## config.mk

```make
export PLATFORM = sky130hd
export DESIGN_NAME = tmr_fsm_top
export DESIGN_NICKNAME = d
export VERILOG_FILES = /design/src/rtl/tmr_fsm_pkg.sv /design/src/rtl/tmr_fsm_timer.sv /design/src/rtl/tmr_fsm_next.sv /design/src/rtl/tmr_fsm_yreg.sv /design/src/rtl/tmr_fsm_top.sv
export SDC_FILE = /design/constraint.sdc
export NUM_CORES = 1
export LEC_CHECK = 0
export CAP_MARGIN = 5
export CORE_AREA = 2 2 39 41
export CTS_BUF_LIST = sky130_fd_sc_hd__clkbuf_16
export CTS_CLUSTER_SIZE = 10
export DETAILED_ROUTE_END_ITERATION = 8
export DIE_AREA = 0 0 41 43
export DONT_BUFFER_PORTS = 1
export PLACE_DENSITY_LB_ADDON = 0.3
export SYNTH_ARGS = -nofsm -noshare
export SYNTH_HDL_FRONTEND = slang
export SYNTH_SLANG_ARGS = --single-unit
```

## constraint.sdc

```tcl
create_clock -name clk -period 2.25 [get_ports clk]
set_input_delay 0.45 -clock clk [delete_from_list [all_inputs] [get_ports clk]]
set_output_delay 0.45 -clock clk [all_outputs]
set_load 0.01 [all_outputs]
```

## src/rtl/tmr_fsm_pkg.sv

```systemverilog
package tmr_fsm_pkg;

    typedef enum logic [1:0] {
        ST_ARM   = 2'd0,
        ST_DWELL = 2'd1,
        ST_QUAL  = 2'd2,
        ST_REL   = 2'd3
    } ctl_state_t;

    typedef struct packed {
        ctl_state_t nxt;
        logic       moves;
    } step_t;

    function automatic int unsigned cnt_width(input int unsigned n);
        return (n > 1) ? $clog2(n) : 1;
    endfunction

    function automatic int unsigned max_u(input int unsigned a, input int unsigned b);
        return (a > b) ? a : b;
    endfunction

    function automatic logic is_timed(input ctl_state_t s);
        return (s == ST_DWELL) || (s == ST_QUAL);
    endfunction

endpackage

```

## src/rtl/tmr_fsm_timer.sv

```systemverilog
module tmr_fsm_timer
    import tmr_fsm_pkg::*;
#(
    parameter int unsigned TW = 2
) (
    input  logic          clk,
    input  logic          rst,
    input  logic          clear,
    input  logic          run,
    input  logic [TW-1:0] limit_m1,
    output logic [TW-1:0] count
);

    always_ff @(posedge clk) begin
        if (rst || clear || !run) begin
            count <= '0;
        end else if (count < limit_m1) begin
            count <= count + 1'b1;
        end
    end

endmodule

```

## src/rtl/tmr_fsm_next.sv

```systemverilog
module tmr_fsm_next
    import tmr_fsm_pkg::*;
#(
    parameter int unsigned          XW     = 4,
    parameter int unsigned          TW     = 2,
    parameter logic [XW-1:0]        X1     = 4'h5,
    parameter logic [XW-1:0]        X2     = 4'hA,
    parameter logic [TW-1:0]        LIM_DW = '0,
    parameter logic [TW-1:0]        LIM_QU = '0
) (
    input  ctl_state_t    cur,
    input  logic [XW-1:0] x,
    input  logic [TW-1:0] count,
    output step_t         step
);

    always_comb begin
        step.nxt = cur;
        unique case (cur)
            ST_ARM: begin
                if (x == X1) step.nxt = ST_DWELL;
                else         step.nxt = ST_ARM;
            end
            ST_DWELL: begin
                if (count >= LIM_DW) step.nxt = ST_QUAL;
                else                 step.nxt = ST_DWELL;
            end
            ST_QUAL: begin
                if ((count >= LIM_QU) && (x == X2)) step.nxt = ST_REL;
                else                                step.nxt = ST_QUAL;
            end
            ST_REL: step.nxt = ST_ARM;
            default: step.nxt = ST_ARM;
        endcase
        step.moves = (step.nxt != cur);
    end

endmodule

```

## src/rtl/tmr_fsm_yreg.sv

```systemverilog
module tmr_fsm_yreg
    import tmr_fsm_pkg::*;
#(
    parameter int unsigned   YW      = 8,
    parameter logic [YW-1:0] Y_ARM   = 8'h11,
    parameter logic [YW-1:0] Y_DWELL = 8'h22,
    parameter logic [YW-1:0] Y_QUAL  = 8'h44,
    parameter logic [YW-1:0] Y_REL   = 8'h88
) (
    input  logic          clk,
    input  logic          rst,
    input  ctl_state_t    nxt,
    output logic [YW-1:0] y
);

    logic [YW-1:0] y_d;

    always_comb begin
        unique case (nxt)
            ST_ARM:   y_d = Y_ARM;
            ST_DWELL: y_d = Y_DWELL;
            ST_QUAL:  y_d = Y_QUAL;
            ST_REL:   y_d = Y_REL;
            default:  y_d = Y_ARM;
        endcase
    end

    always_ff @(posedge clk) begin
        if (rst) y <= Y_ARM;
        else     y <= y_d;
    end

endmodule

```

## src/rtl/tmr_fsm_top.sv

```systemverilog
module tmr_fsm_top
    import tmr_fsm_pkg::*;
#(
    parameter int unsigned   XW      = 4,
    parameter int unsigned   YW      = 8,
    parameter int unsigned   T1      = 4,
    parameter int unsigned   T2      = 3,
    parameter logic [XW-1:0] X1      = 4'h5,
    parameter logic [XW-1:0] X2      = 4'hA,
    parameter logic [YW-1:0] Y_ARM   = 8'h11,
    parameter logic [YW-1:0] Y_DWELL = 8'h22,
    parameter logic [YW-1:0] Y_QUAL  = 8'h44,
    parameter logic [YW-1:0] Y_REL   = 8'h88
) (
    input  logic          clk,
    input  logic          rst,
    input  logic [XW-1:0] x_i,
    output logic [YW-1:0] y_o,
    output logic [1:0]    state_o
);

    localparam int unsigned   TMAX   = max_u(T1, T2);
    localparam int unsigned   TW     = cnt_width(TMAX);
    localparam logic [TW-1:0] LIM_DW = TW'(T1 - 1);
    localparam logic [TW-1:0] LIM_QU = TW'(T2 - 1);
    localparam logic [TW-1:0] LIM_MX = TW'(TMAX - 1);

    ctl_state_t    cur_q;
    step_t         step;
    logic [TW-1:0] count;
    logic [TW-1:0] limit_m1;
    logic          run;

    assign run      = is_timed(cur_q);
    assign limit_m1 = (cur_q == ST_DWELL) ? LIM_DW : LIM_QU;

    tmr_fsm_next #(
        .XW(XW), .TW(TW), .X1(X1), .X2(X2), .LIM_DW(LIM_DW), .LIM_QU(LIM_QU)
    ) u_next (
        .cur(cur_q), .x(x_i), .count(count), .step(step)
    );

    tmr_fsm_timer #(.TW(TW)) u_timer (
        .clk(clk), .rst(rst), .clear(step.moves), .run(run),
        .limit_m1(limit_m1), .count(count)
    );

    tmr_fsm_yreg #(
        .YW(YW), .Y_ARM(Y_ARM), .Y_DWELL(Y_DWELL), .Y_QUAL(Y_QUAL), .Y_REL(Y_REL)
    ) u_yreg (
        .clk(clk), .rst(rst), .nxt(step.nxt), .y(y_o)
    );

    always_ff @(posedge clk) begin
        if (rst) cur_q <= ST_ARM;
        else     cur_q <= step.nxt;
    end

    assign state_o = cur_q;


    a_r1_arm_exit: assert property (@(posedge clk) disable iff (rst)
        (cur_q == ST_ARM && x_i == X1) |=> (cur_q == ST_DWELL));
    a_r1_arm_hold: assert property (@(posedge clk) disable iff (rst)
        (cur_q == ST_ARM && x_i != X1) |=> (cur_q == ST_ARM));

    a_r2_dwell_hold: assert property (@(posedge clk) disable iff (rst)
        (cur_q == ST_DWELL && count < LIM_DW) |=> (cur_q == ST_DWELL));
    a_r2_dwell_exit: assert property (@(posedge clk) disable iff (rst)
        (cur_q == ST_DWELL && count >= LIM_DW) |=> (cur_q == ST_QUAL));

    a_r3_qual_hold: assert property (@(posedge clk) disable iff (rst)
        (cur_q == ST_QUAL && (count < LIM_QU || x_i != X2)) |=> (cur_q == ST_QUAL));
    a_r3_qual_exit: assert property (@(posedge clk) disable iff (rst)
        (cur_q == ST_QUAL && count >= LIM_QU && x_i == X2) |=> (cur_q == ST_REL));

    a_r4_rel_return: assert property (@(posedge clk) disable iff (rst)
        (cur_q == ST_REL) |=> (cur_q == ST_ARM));

    a_r5_fresh_count: assert property (@(posedge clk) disable iff (rst)
        (cur_q != $past(cur_q)) |-> (count == '0));

    a_r6_idle_zero: assert property (@(posedge clk) disable iff (rst)
        (cur_q == ST_ARM || cur_q == ST_REL) |-> (count == '0));
    a_r6_no_overflow: assert property (@(posedge clk) disable iff (rst)
        count <= LIM_MX);

    a_r7_y_tracks_state: assert property (@(posedge clk) disable iff (rst)
        y_o == ((cur_q == ST_ARM)   ? Y_ARM :
                (cur_q == ST_DWELL) ? Y_DWELL :
                (cur_q == ST_QUAL)  ? Y_QUAL : Y_REL));

    a_r8_reset_arm: assert property (@(posedge clk)
        rst |=> (cur_q == ST_ARM && count == '0 && y_o == Y_ARM));

endmodule

```

==> results.cfg <==
[synth]
mappedNetlistArea_um2 = 497
syn_inst = 52
synth_cell_types = 27
ys_warn_count = 0
yosysSeqAreaShare_pct = 32.2
syn_area_per_cell_um2 = 9.55
syn_nets = 63
ys_ff_latch = 8

[floorplan]
ios = 16
initial_core_util_pct = 35.9
num_rows = 14
core_area_mm2 = 0.00138
die_area_mm2 = 0.00176
die_y_um = 43
die-width_um = 41

[critical_path]
startpoint = state_o[1]
crit_type = flop to flop
rr_startpoint = state_o[1]
rr_worst_depth = 6
path_max_fanout = 5
worstPathRequired_ps = 2370
r2r_slack_ps = 460
end_kind = flop
cp-start-kind = flop
worstPathArrival_ps = 1910

[timing]
fmax_mhz = 557
maxSlewHeadroom_pct = 73.1
setup_viol_count_final = 0
layout_min_cycle_time_ps = 1790
hold_viol_final = 0
timing.hold.ws_ps = 285
rsz0062_at_grt = false
timing.final.ws_setup_ps = 455
fin_setup_tns_ps = 0
finClkSkew_ps = 2.61
tightest_slew_ps = 393
report.final.slew_viol_count = 0
final.period_utilization_pct = 79.8

[cts]
cts_setup_buffers = 0
path_clk_slew_ps = 40
clk_root_buffer_cell = clkbuf_16
cts_resized = 0
cts_tree = built
cts_hold_buf = 0
cts_buffer_depth = 2
cts_num_sinks = 8
clkLatencyLatePin_ps = 230
cts_buffers = 3
htree_levels = 1

[routing]
drtAntennaViolNets = 0
routed_wl_um = 832
routedWlPerCell_um = 12.6
drt_first_pass_iters = 4
first_iter_violations = 3
vias_per_cell = 5.15
vias = 340
drc_errors = 0

[cells_and_area]
areaGrowthSynthToFinish_pct = 12.3
diodes = 0
nFillCells = 138
drive_above_1_share_pct = 22.0
final_nets = 63

[placed_design]
post-place-ws_ps = 471
dp_hpwl_um = 621
place.gp.congestion = 0.807
io_buffers = 0

[global_route]
grt_pass1_wl_mm = 1.38
grt_usage_pct = 12.1
grt_pass1_vias = 340
grt_max_degree = 9
antenna_found_initial = 0
overflow = 0

[min_path]
hold_path.class = primary input to flop
hold_depth = 1
hold_start = rst

[status]
outcome = finished, final reports clean

[run]
drv_cap = 0

[pwr]
p_leak_nw = 0.220
powerDensity_mw_per_mm2 = 834
irDropWorstVdd_mv = 0.445
finalPower_uw = 465
==> critical path, stage by stage, from the launching register on <==
cell,delay (ps)
dfxtp_1,420
inv_1,130
ha_1,250
and2b_4,180
a211oi_2,310
nor2_2,70
mux2_1,310
==> cells by family (layout without fill, tap and decap cells) <==
group | count (synthesis) | after routing | share of synthesized area (%)
muxes | 2 | 2 | 4.53
AOI/OAI and AO/OA | 8 | 8 | 14.4
buffers and inverters | 9 | 7 | 9.82
and+or+nand+nor | 20 | 20 | 26.4
DFF | 8 | 8 | 32.2
adders and majority gates | 5 | 5 | 12.6
==> through the flow <==
stage,utilization [%],area (um^2),std cells
after detailed placement,34.9,483,63
after global routing,40.3,558,66
after floorplan,-,497,52
final,40.3,558,66
after global placement,34.9,483,63
after CTS,40.3,558,66
==> layout by cell type, fill, tap and decap left out, drive strengths merged <==
cell type	count
nand2	2
nor2b	2
and2b	1
nand3	1
a2111oi	1
o21ai	1
mux2	2
nor3b	3
inv	4
dfxtp	8
o21a	1
o31ai	1
a211oi	1
nor2	4
o211ai	1
or2	1
clkbuf	3
a21bo	1
nand3b	1
a21o	1
and4bb	2
ha	5
nor3	3
==> Yosys cell counts <==
cell | instances | share of area (%)
nor2_2 | 1 | 1.3
dfxtp_1 | 8 | 32
a21o_1 | 1 | 1.5
and4bb_2 | 1 | 2.5
and2b_4 | 1 | 2.0
o31ai_2 | 1 | 2.5
nand2_1 | 2 | 1.5
nor3_1 | 3 | 3.0
buf_4 | 4 | 6.0
mux2_1 | 1 | 2.3
nand3_1 | 1 | 1.0
a211oi_2 | 1 | 2.5
nor3b_1 | 3 | 4.5
o21a_1 | 1 | 1.5
nor2_1 | 3 | 2.3
nor2b_1 | 2 | 2.5
or2_4 | 1 | 1.8
o21ai_0 | 1 | 1.0
clkbuf_1 | 1 | 0.75
a21bo_2 | 1 | 2.0
inv_1 | 4 | 3.0
a2111oi_0 | 1 | 1.8
mux2_2 | 1 | 2.3
and4bb_1 | 1 | 2.5
o211ai_1 | 1 | 1.5
nand3b_1 | 1 | 1.5
ha_1 | 5 | 13
==> path summary, 6_finish.rpt <==
path / end
min reg2reg: u_timer.count[1]
max reg2reg: u_timer.count[0]
min: state_o[1]
max: u_timer.count[0]
==> power by group <==
group          total, mW  internal, mW  switching [mW]
clock network      0.299         0.229          0.0702
registers          0.149         0.145         0.00387
logic             0.0171       0.00903         0.00807
total              0.465         0.383          0.0822
==> layer usage <==
metal  vias up  GRT usage (%)  wire (um)
met4         0           12.0         21
met1       158           13.8        353
met3         2           5.24         49
met5         -              0          0
met2         7           15.6        407
li1        173              -          -
==> layout make-up <==
type | instances | area [um^2] | area share [%]
multi-input cells | 35 | 288 | 51.6
well taps | 16 | 20.0 | 3.59
inverters | 4 | 15.0 | 2.69
flip-flops and latches | 8 | 160 | 28.7
clock buffers | 3 | 75.1 | 13.5
==> flip-flops by register name, indices dropped and copies added (netlist names) <==
signal,cells
u_yreg.y,4
state_o,2
u_timer.count,2
No activity file was read; power rests on OpenSTA's default activity.
